[config.mk]
export PLATFORM = sky130hd
export DESIGN_NAME = wrap_reg_stack
export DESIGN_NICKNAME = d
export VERILOG_FILES = /design/src/rtl/wstk_pkg.sv /design/src/rtl/wstk_op_dec.sv /design/src/rtl/wstk_ptr.sv /design/src/rtl/wstk_regfile.sv /design/src/rtl/wrap_reg_stack.sv
export SDC_FILE = /design/constraint.sdc
export NUM_CORES = 1
export LEC_CHECK = 0
export CORE_ASPECT_RATIO = 2
export CORE_MARGIN = 2
export CORE_UTILIZATION = 30
export DETAILED_ROUTE_END_ITERATION = 6
export SYNTH_ARGS = -nofsm -noshare
export SYNTH_HDL_FRONTEND = slang
export SYNTH_SLANG_ARGS = --single-unit
export TNS_END_PERCENT = 5
[constraint.sdc]
create_clock -name clk_i -period 6.4 [get_ports clk_i]
set_clock_uncertainty 0.05 [all_clocks]
set_input_delay 1.92 -clock clk_i [delete_from_list [all_inputs] [get_ports clk_i]]
set_output_delay 1.92 -clock clk_i [all_outputs]
set_load 0.005 [all_outputs]
[src/rtl/wstk_pkg.sv]
`timescale 1ns/1ps
package wstk_pkg;
  typedef enum logic [1:0] {
    OP_NONE    = 2'b00,
    OP_PUSH    = 2'b01,
    OP_POP     = 2'b10,
    OP_ILLEGAL = 2'b11
  } stk_op_e;
endpackage

[src/rtl/wstk_op_dec.sv]
`timescale 1ns/1ps
module wstk_op_dec
  import wstk_pkg::*;
(
  input  logic    push_i,
  input  logic    pop_i,
  input  logic    full_i,
  input  logic    empty_i,
  output stk_op_e op_o
);
  always_comb begin
    unique case ({pop_i, push_i})
      2'b00:   op_o = OP_NONE;
      2'b01:   op_o = full_i  ? OP_ILLEGAL : OP_PUSH;
      2'b10:   op_o = empty_i ? OP_ILLEGAL : OP_POP;
      default: op_o = OP_ILLEGAL;  // simultaneous strobes
    endcase
  end
endmodule

[src/rtl/wstk_ptr.sv]
`timescale 1ns/1ps
module wstk_ptr
  import wstk_pkg::*;
#(
  parameter int ADDR_W = 6
) (
  input  logic              clk_i,
  input  logic              rst_ni,
  input  stk_op_e           op_i,
  output logic [ADDR_W-1:0] sp_o,
  output logic [ADDR_W-1:0] wr_ptr_o,
  output logic              full_o,
  output logic              empty_o
);
  logic [ADDR_W-1:0] sp_q, sp_inc, sp_dec;
  logic              full_q, empty_q;

  // modulo-depth wrap falls out of the fixed width
  assign sp_inc = sp_q + 1'b1;
  assign sp_dec = sp_q - 1'b1;

  always_ff @(posedge clk_i or negedge rst_ni) begin
    if (!rst_ni) begin
      sp_q    <= '0;
      full_q  <= 1'b0;
      empty_q <= 1'b1;
    end else begin
      unique case (op_i)
        OP_PUSH: begin
          sp_q    <= sp_inc;
          full_q  <= (sp_inc == '0);
          empty_q <= 1'b0;
        end
        OP_POP: begin
          sp_q    <= sp_dec;
          empty_q <= (sp_dec == '0);
          full_q  <= 1'b0;
        end
        default: ;
      endcase
    end
  end

  assign sp_o     = sp_q;
  assign wr_ptr_o = sp_inc;
  assign full_o   = full_q;
  assign empty_o  = empty_q;
endmodule

[src/rtl/wstk_regfile.sv]
`timescale 1ns/1ps
module wstk_regfile #(
  parameter int DATA_W = 16,
  parameter int ADDR_W = 6
) (
  input  logic              clk_i,
  input  logic              we_i,
  input  logic [ADDR_W-1:0] waddr_i,
  input  logic [DATA_W-1:0] wdata_i,
  input  logic [ADDR_W-1:0] raddr_i,
  output logic [DATA_W-1:0] rdata_o
);
  localparam int DEPTH = 1 << ADDR_W;

  logic [DATA_W-1:0] mem_q [DEPTH];
  logic [DEPTH-1:0]  wr_sel;

  for (genvar g = 0; g < DEPTH; g++) begin : g_wsel
    assign wr_sel[g] = we_i && (waddr_i == ADDR_W'(g));
  end

  always_ff @(posedge clk_i) begin
    for (int i = 0; i < DEPTH; i++) begin
      if (wr_sel[i]) mem_q[i] <= wdata_i;
    end
  end

  assign rdata_o = mem_q[raddr_i];
endmodule

[src/rtl/wrap_reg_stack.sv]
`timescale 1ns/1ps
module wrap_reg_stack
  import wstk_pkg::*;
#(
  parameter int DATA_W = 16,
  parameter int ADDR_W = 6
) (
  input  logic              clk_i,
  input  logic              rst_ni,
  input  logic              push_i,
  input  logic              pop_i,
  input  logic [DATA_W-1:0] wdata_i,
  output logic [DATA_W-1:0] rdata_o,
  output logic              full_o,
  output logic              empty_o,
  output logic              err_o
);
  stk_op_e           op;
  logic [ADDR_W-1:0] sp_w, wr_ptr;
  logic [DATA_W-1:0] top_word, dr_q;
  logic              full_w, empty_w, err_q;

  wstk_op_dec u_dec (
    .push_i  (push_i),
    .pop_i   (pop_i),
    .full_i  (full_w),
    .empty_i (empty_w),
    .op_o    (op)
  );

  wstk_ptr #(.ADDR_W(ADDR_W)) u_ptr (
    .clk_i    (clk_i),
    .rst_ni   (rst_ni),
    .op_i     (op),
    .sp_o     (sp_w),
    .wr_ptr_o (wr_ptr),
    .full_o   (full_w),
    .empty_o  (empty_w)
  );

  // push writes at sp+1, pop reads at sp
  wstk_regfile #(.DATA_W(DATA_W), .ADDR_W(ADDR_W)) u_rf (
    .clk_i   (clk_i),
    .we_i    (op == OP_PUSH),
    .waddr_i (wr_ptr),
    .wdata_i (wdata_i),
    .raddr_i (sp_w),
    .rdata_o (top_word)
  );

  always_ff @(posedge clk_i or negedge rst_ni) begin
    if (!rst_ni) begin
      dr_q  <= '0;
      err_q <= 1'b0;
    end else begin
      if (op == OP_POP) dr_q <= top_word;
      err_q <= (op == OP_ILLEGAL);
    end
  end

  assign rdata_o = dr_q;
  assign full_o  = full_w;
  assign empty_o = empty_w;
  assign err_o   = err_q;
endmodule

Word level (Yosys, flattened, before mapping)
Memory sizes are Yosys's and may differ from the RTL's. A register that Yosys moved wholly into a read port is not among the register bits. Cells that the tools add are included.

Flip-flop bits (word level): 9. Memory bits (writable): 1024. Input port bits: 20. Word-level logic and storage cells: 530. Memories: 1.

Memories: u_rf.mem_q (depth 64, width 16, rd ports 1, clocked after memory_dff 1, wr ports 1, RTL line wstk_regfile.sv:15) `logic [DATA_W-1:0] mem_q [DEPTH];`.

$add $sub $neg: 2. Equal/unequal tests: 68. Multiplexer cells: 323. Reductions and logical operators: 132.

Operator list (number): $mux W16 (63); $reduce_or A16 Y1 (63); $mux W6 (63); $eq A6 B6 Y1 const B (32); $mux W1 (192); $eq A6 B5 Y1 const B (16); $logic_and A1 B1 Y1 (64); $eq A6 B4 Y1 const B (8); $eq A6 B3 Y1 const B (4); $eq A6 B2 Y1 const B (2); $logic_not A6 Y1 (2); $pmux W6 S2 (1); $add A6 B1 Y6 const B (1); $eq A2 B2 Y1 const B (3); $eq A6 B1 Y1 const B (1); $pmux W2 S3 (1); $sub A6 B1 Y6 const B (1); $eq A2 B1 Y1 const B (2); $pmux W1 S2 (2); $logic_not A2 Y1 (1); $mux W2 (1); $reduce_bool A2 Y1 (1); $logic_not A1 Y1 (1).

Logic depth before layout (Yosys ltp)
Word-level depth: 70. Gate-level depth with buffers: 10. Mapped depth without buffers: 7.

Cells and area by module
From an unflattened synthesis, not the netlist that was laid out.

Cell total of the unflattened synthesis: 1904. Area total of the unflattened synthesis: 41183.2 um2.

Modules (own cells, without submodules): wstk_regfile (times used 1, cells an instance 1800, area each 39843.2 um2, seq. area each 30749.5 um2); wrap_reg_stack (times used 1, cells an instance 38, area each 704.4 um2, seq. area each 425.4 um2); wstk_ptr (times used 1, cells an instance 64, area each 620.6 um2, seq. area each 201.4 um2); wstk_op_dec (times used 1, cells an instance 2, area each 15.0 um2, seq. area each 0.0 um2).

Worst setup path after synthesis
OpenSTA, ideal clock, no wires.

Path kind: input to register. From: in pop_i. To: mem u_rf.mem_q[34][0], enable pin. Data arrival time: 3.696 ns. Required time: 5.962 ns. Setup slack: 2.266 ns. Cell stages on the path: 7. Cells stage by stage: a21o_1 inv_1 ha_1 buf_1 clkbuf_1 nand3_1 nor2_1.

Elaborated cells between the ends (all ways): 386. Those cells by class: 3 x eq/ne; 255 x mux; 128 x reduce/logical.

RTL lines: start: declaration (RTL line wrap_reg_stack.sv:11) `input logic pop_i,`; $eq A2 B2 Y1, or another cell as far along (RTL line wstk_op_dec.sv:12) `unique case ({pop_i, push_i})`; $pmux W2 S3 (*) (RTL line wstk_op_dec.sv:12); $eq A2 B1 Y1 (*) (RTL line wrap_reg_stack.sv:44) `.we_i (op == OP_PUSH),`; $logic_and A1 B1 Y1 (*) (RTL line wstk_regfile.sv:19) `assign wr_sel[g] = we_i && (waddr_i == ADDR_W'(g));`; net u_rf.wr_sel[34] (RTL line wstk_regfile.sv:16) `logic [DEPTH-1:0] wr_sel;`; $mux W1 (*) (RTL line wstk_regfile.sv:24) `if (wr_sel[i]) mem_q[i] <= wdata_i;`; $mux W1 (not written as such) (*) (RTL line wstk_regfile.sv:24); $reduce_or A16 Y1 (no source line); $mux W6 (no source line) / $mux W1 (equally long branches) (30 in a row); end: declaration (RTL line wstk_regfile.sv:15).

The timed path passes the listed nets; every way through them passes the cells marked *.

Worst setup path in the final report
From: in push_i. To: reg dr_q[13] (netlist: rdata_o[13]), read port of u_rf.mem_q.

Word-level cells in the longest chain between the ends: 3. Elaborated cells between the ends (all ways): 5. Those cells by class: 3 x eq/ne; 1 x mux; 1 x reduce/logical.

Ends and longest elaborated chain: start: declaration (RTL line wrap_reg_stack.sv:10) `input logic push_i,`; $eq A2 B2 Y1, or another cell as far along (RTL line wstk_op_dec.sv:12); $pmux W2 S3 (*) (RTL line wstk_op_dec.sv:12); $eq A2 B2 Y1 (*) (RTL line wrap_reg_stack.sv:56) `if (op == OP_POP) dr_q <= top_word;`; end: declaration (RTL line wrap_reg_stack.sv:20) `logic [DATA_W-1:0] top_word, dr_q;`.

Every way passes the cells marked *; elsewhere a longest branch is shown, timed or not. A chain may end at the register's enable or synchronous reset.

==> summary.md <==
| Metric | Value |
|---|---|
| Status | `completed` |
| Fin Hold WS | `about 0.52 ns` |
| Hold EP | `rdata_o[13]$_DFFE_PN0N_` |
| Data required, critical path | `around 7 ns` |
| Worst r2r src | `u_ptr.sp_o[0]$_DFFE_PN0P_` |
| Die width | `between 200 and 300 um` |
| Post-Synth Simple-Gate Area | `around 2.8%` |
| Net Sw Power | `roughly 5.2 mW` |
| Placer congestion estimate | `between 0.9 and 1` |
| Final worst slack | `~2.0 ns` |
| Post-CTS Setup Bufs | `0` |
| Cell taking the most area after synthesis | `edfxtp_1` |
| Gr usage total | `14.3%` |
| Mux contribution to synthesized area | `16.4%` |
| Crit. End Element | `flip-flop` |
| Clk Tree Root Cell | `clkbuf_16` |
| Yosys top cell area share | `between 70 and 80%` |
| Post-synth net total | `1,849` |
| R2r worst-path depth | `6` |
| Clock transition at path regs | `roughly 0.07 ns` |
| R2r endpoint | `rdata_o[5]$_DFFE_PN0N_` |
| Top cell by count, worst path | `a21oi_1` |
| DRT antenna net count | `0` |
| Syn avg cell area | `around 22 um^2` |
| RSZ-0062 raised after global routing | `false` |
| Clk network pwr share | `approximately 28%` |
| XOR/XNOR share of the synthesized area | `less than 1%` |
| Hold Path Depth | `2` |
| CTS tree | `built` |
| Mean routed wirelength per cell | `26.7 um` |
| CTS buffer count | `79` |
| Worst-path maximum fanout | `19` |
| Core box area | `approximately 130,000 um^2` |
| Post-Synth Adder-Cell Area | `0.309%` |
| Worst Hold Class | `reg2reg` |
| Crit path kind | `in2reg` |
| Vias post-DR | `around 19,000` |
| Initial antenna violation count | `4` |
| First-pass GRT wire length | `143,000 um` |
| Largest net degree at the start of global routing | `between 100 and 150` |
| Combinational Power Share | `about 25%` |
| Vias in the first global route | `~20,000` |
| Die Span Y | `about 520 um` |
| Min cycle time layout | `around 4.4 ns` |
| Max Transition Viols Final | `0` |
| Net Sw Frac | `roughly 30%` |
| Post-CTS Resized | `0` |
| CP delay by family, top | `buffers and inverters` |
| Nets | `1,957` |
| Pre-CTS WS | `around 1.5 ns` |
| Period utilisation layout | `between 60% and 70%` |
| Final Hold Fails | `0` |
| Area Overhead vs Synth | `12.9%` |
| Maximum buffer depth of the clock tree | `3` |
| Synth Area in Compound Gates | `approximately 1.4%` |
| Flop2flop setup slack | `between 2 and 2.5 ns` |
| Crit path buffers/inverters | `2` |
| Cell variety after synth | `44` |
| DR pass1 iterations | `6` |
| Slew @ Worst Pin | `between 1 and 1.5 ns` |
| Clock sinks | `1,049` |
| Most frequent cell after synthesis | `edfxtp_1` |
| Top cells by area, synth | `edfxtp_1 76%, mux4_2 16%, dfrtp_1 1.5%, nor2_1 0.80%, nand3_1 0.63%` |
| Leakage power | `roughly 14 nW` |
| Total Die Area | `roughly 140,000 um^2` |
| Core Util, Final | `34.1%` |
| Final wirelength | `between 90,000 and 100,000 um` |
| Maximum Capacitance Violations | `0` |
| Gr ovfl total | `0` |
| Via-to-Cell Ratio | `4.99` |
| Htree depth | `3` |
| IO Port Bufs | `38` |
| Rows | `190` |
| Worst VDD drop | `between 0.2 and 0.25 mV` |
| Cells after Synth | `1,819` |
| Synth Flop Type | `edfxtp_1` |
| Hold wc startpoint | `rdata_o[13]$_DFFE_PN0N_` |
| Main combinational cell family by area after synthesis | `multiplexers` |
| CP max stage cell | `nor2_1` |
| Warnings, synthesis | `0` |
| Initial Utilization | `approximately 30%` |
| Arrival time worst endpoint | `4.92 ns` |
| Share of layout cells above drive strength 1 | `about 26%` |
| CP max stage delay | `roughly 0.77 ns` |
| Finish-stage setup viols | `0` |
| F_max | `roughly 220 MHz` |
| Setup crit start kind | `input port` |
| Slew margin rel. | `11.1%` |
| Internal | `about 12 mW` |
| Skew-Pair Late Insertion Delay | `about 0.66 ns` |
| Sequential element share of the synthesized area | `about 78%` |
| Register share of total power | `a little under half` |
| Drt drc | `0` |
| Post-synth EDFFs | `1,024` |
| Total power | `17.5 mW` |
| Ys async rst share | `about 2.4%` |
| Mapped cell area | `just over 40,000 um^2` |
| Synthesized flop and latch total | `1,049` |
| Cell Pwr Density | `roughly 380 nW/um^2` |
| Detailed Route Iter0 Violations | `between 1,500 and 2,000` |
| Hpwl dp | `65,000 um` |
| Crit path launch | `push_i` |
| I/O pin cnt | `39` |
| Commonest cells in the netlist | `1,024 x edfxtp_1, 285 x mux4_2, 86 x nor2_1, 65 x nand2_1, 51 x nand3_1` |
| Setup_tns | `0 ns` |
| Hold buffers post-CTS | `0` |
| CP cell instances | `clkdlybuf4s50_1 -> a21oi_1 -> ha_1 -> clkinv_1 -> nor2_1 -> o211ai_1 -> a21oi_1 -> a211oi_1` |
| Fillers | `12,300` |
stage by stage:
step / std cells / instance area, um^2
finish: 3715 / 45600
global route: 3714 / 45600
CTS: 3713 / 45600
detailed placement: 3574 / 43100
global placement: 3574 / 43100
floorplan: 1819 / 40400
power groups by stage:
stage | Clock (mW) | Combinational [mW] | Sequential (mW)
after floorplan | 0 | 2.91 | 7.93
after global placement | 0 | 4.39 | 8.24
after detailed placement | 0 | 4.42 | 8.24
after CTS | 5.08 | 4.44 | 8.09
after global routing | 5.31 | 4.57 | 8.12
final | 4.97 | 4.39 | 8.10
worst min-delay path: cells and delay by family, from the launching register on:
| kind | cells | cell delay (ns) |
|---|---|---|
| AND/OR/NAND/NOR | 1 | 0.09 |
| AO/OA/AOI/OAI | 1 | 0.05 |
| flip-flops | 1 | 0.39 |
area by class of cell:
| cell class | count | area (um^2) | area share [%] |
|---|---|---|---|
| sequential | 1049 | 31400 | 68.8 |
| multi-input combinational | 663 | 8560 | 18.8 |
| tap | 1728 | 2160 | 4.74 |
| clock buffer | 103 | 2110 | 4.62 |
| timing repair buffer | 127 | 993 | 2.18 |
| clock inverter | 36 | 395 | 0.866 |
| inverter | 7 | 26.3 | 0.0576 |
| antenna | 2 | 5.00 | 0.0110 |
kinds of logic after synthesis:
family          after synthesis
flops                      1049
compound gates               84
simple gates                255
xor+xnor                      7
mux                         307
buf+inv                     107
fa+ha+maj                    10
how the worst max path moves through the flow:
stage	endpoint	cells after the start
final	rdata_o[13]$_DFFE_PN0N_	8
after global routing	rdata_o[13]$_DFFE_PN0N_	8
after CTS	rdata_o[13]$_DFFE_PN0N_	8
after detailed placement	rdata_o[13]$_DFFE_PN0N_	8
after global placement	rdata_o[13]$_DFFE_PN0N_	8
after floorplan	u_rf.mem_q[34][0]$_DFFE_PP_	7
layout by cell type, fill, tap and decap left out, types with 22 or more instances in the layout:
cell type and instances:
nand2_1 65, clkbuf_16 81, mux4_2 285, clkdlybuf4s50_1 22, nand3_1 51, clkbuf_1 22
edfxtp_1 1024, buf_4 87, nor2_1 79
layer usage:
metal,up-vias,share of wire [%],global-route usage [%]
li1,7820,-,-
met4,4,6.7,8.88
met1,9947,33,14.4
met5,-,0.023,0
met3,205,4.7,2.27
met2,565,56,27.4
sequential cells by signal (all words and copies together) (netlist names):
name	flops
u_ptr.empty_o	1
u_ptr.full_o	1
rdata_o	16
u_rf.mem_q	1024
u_ptr.sp_o	6
err_o	1
(Power assumes the default switching activity.)
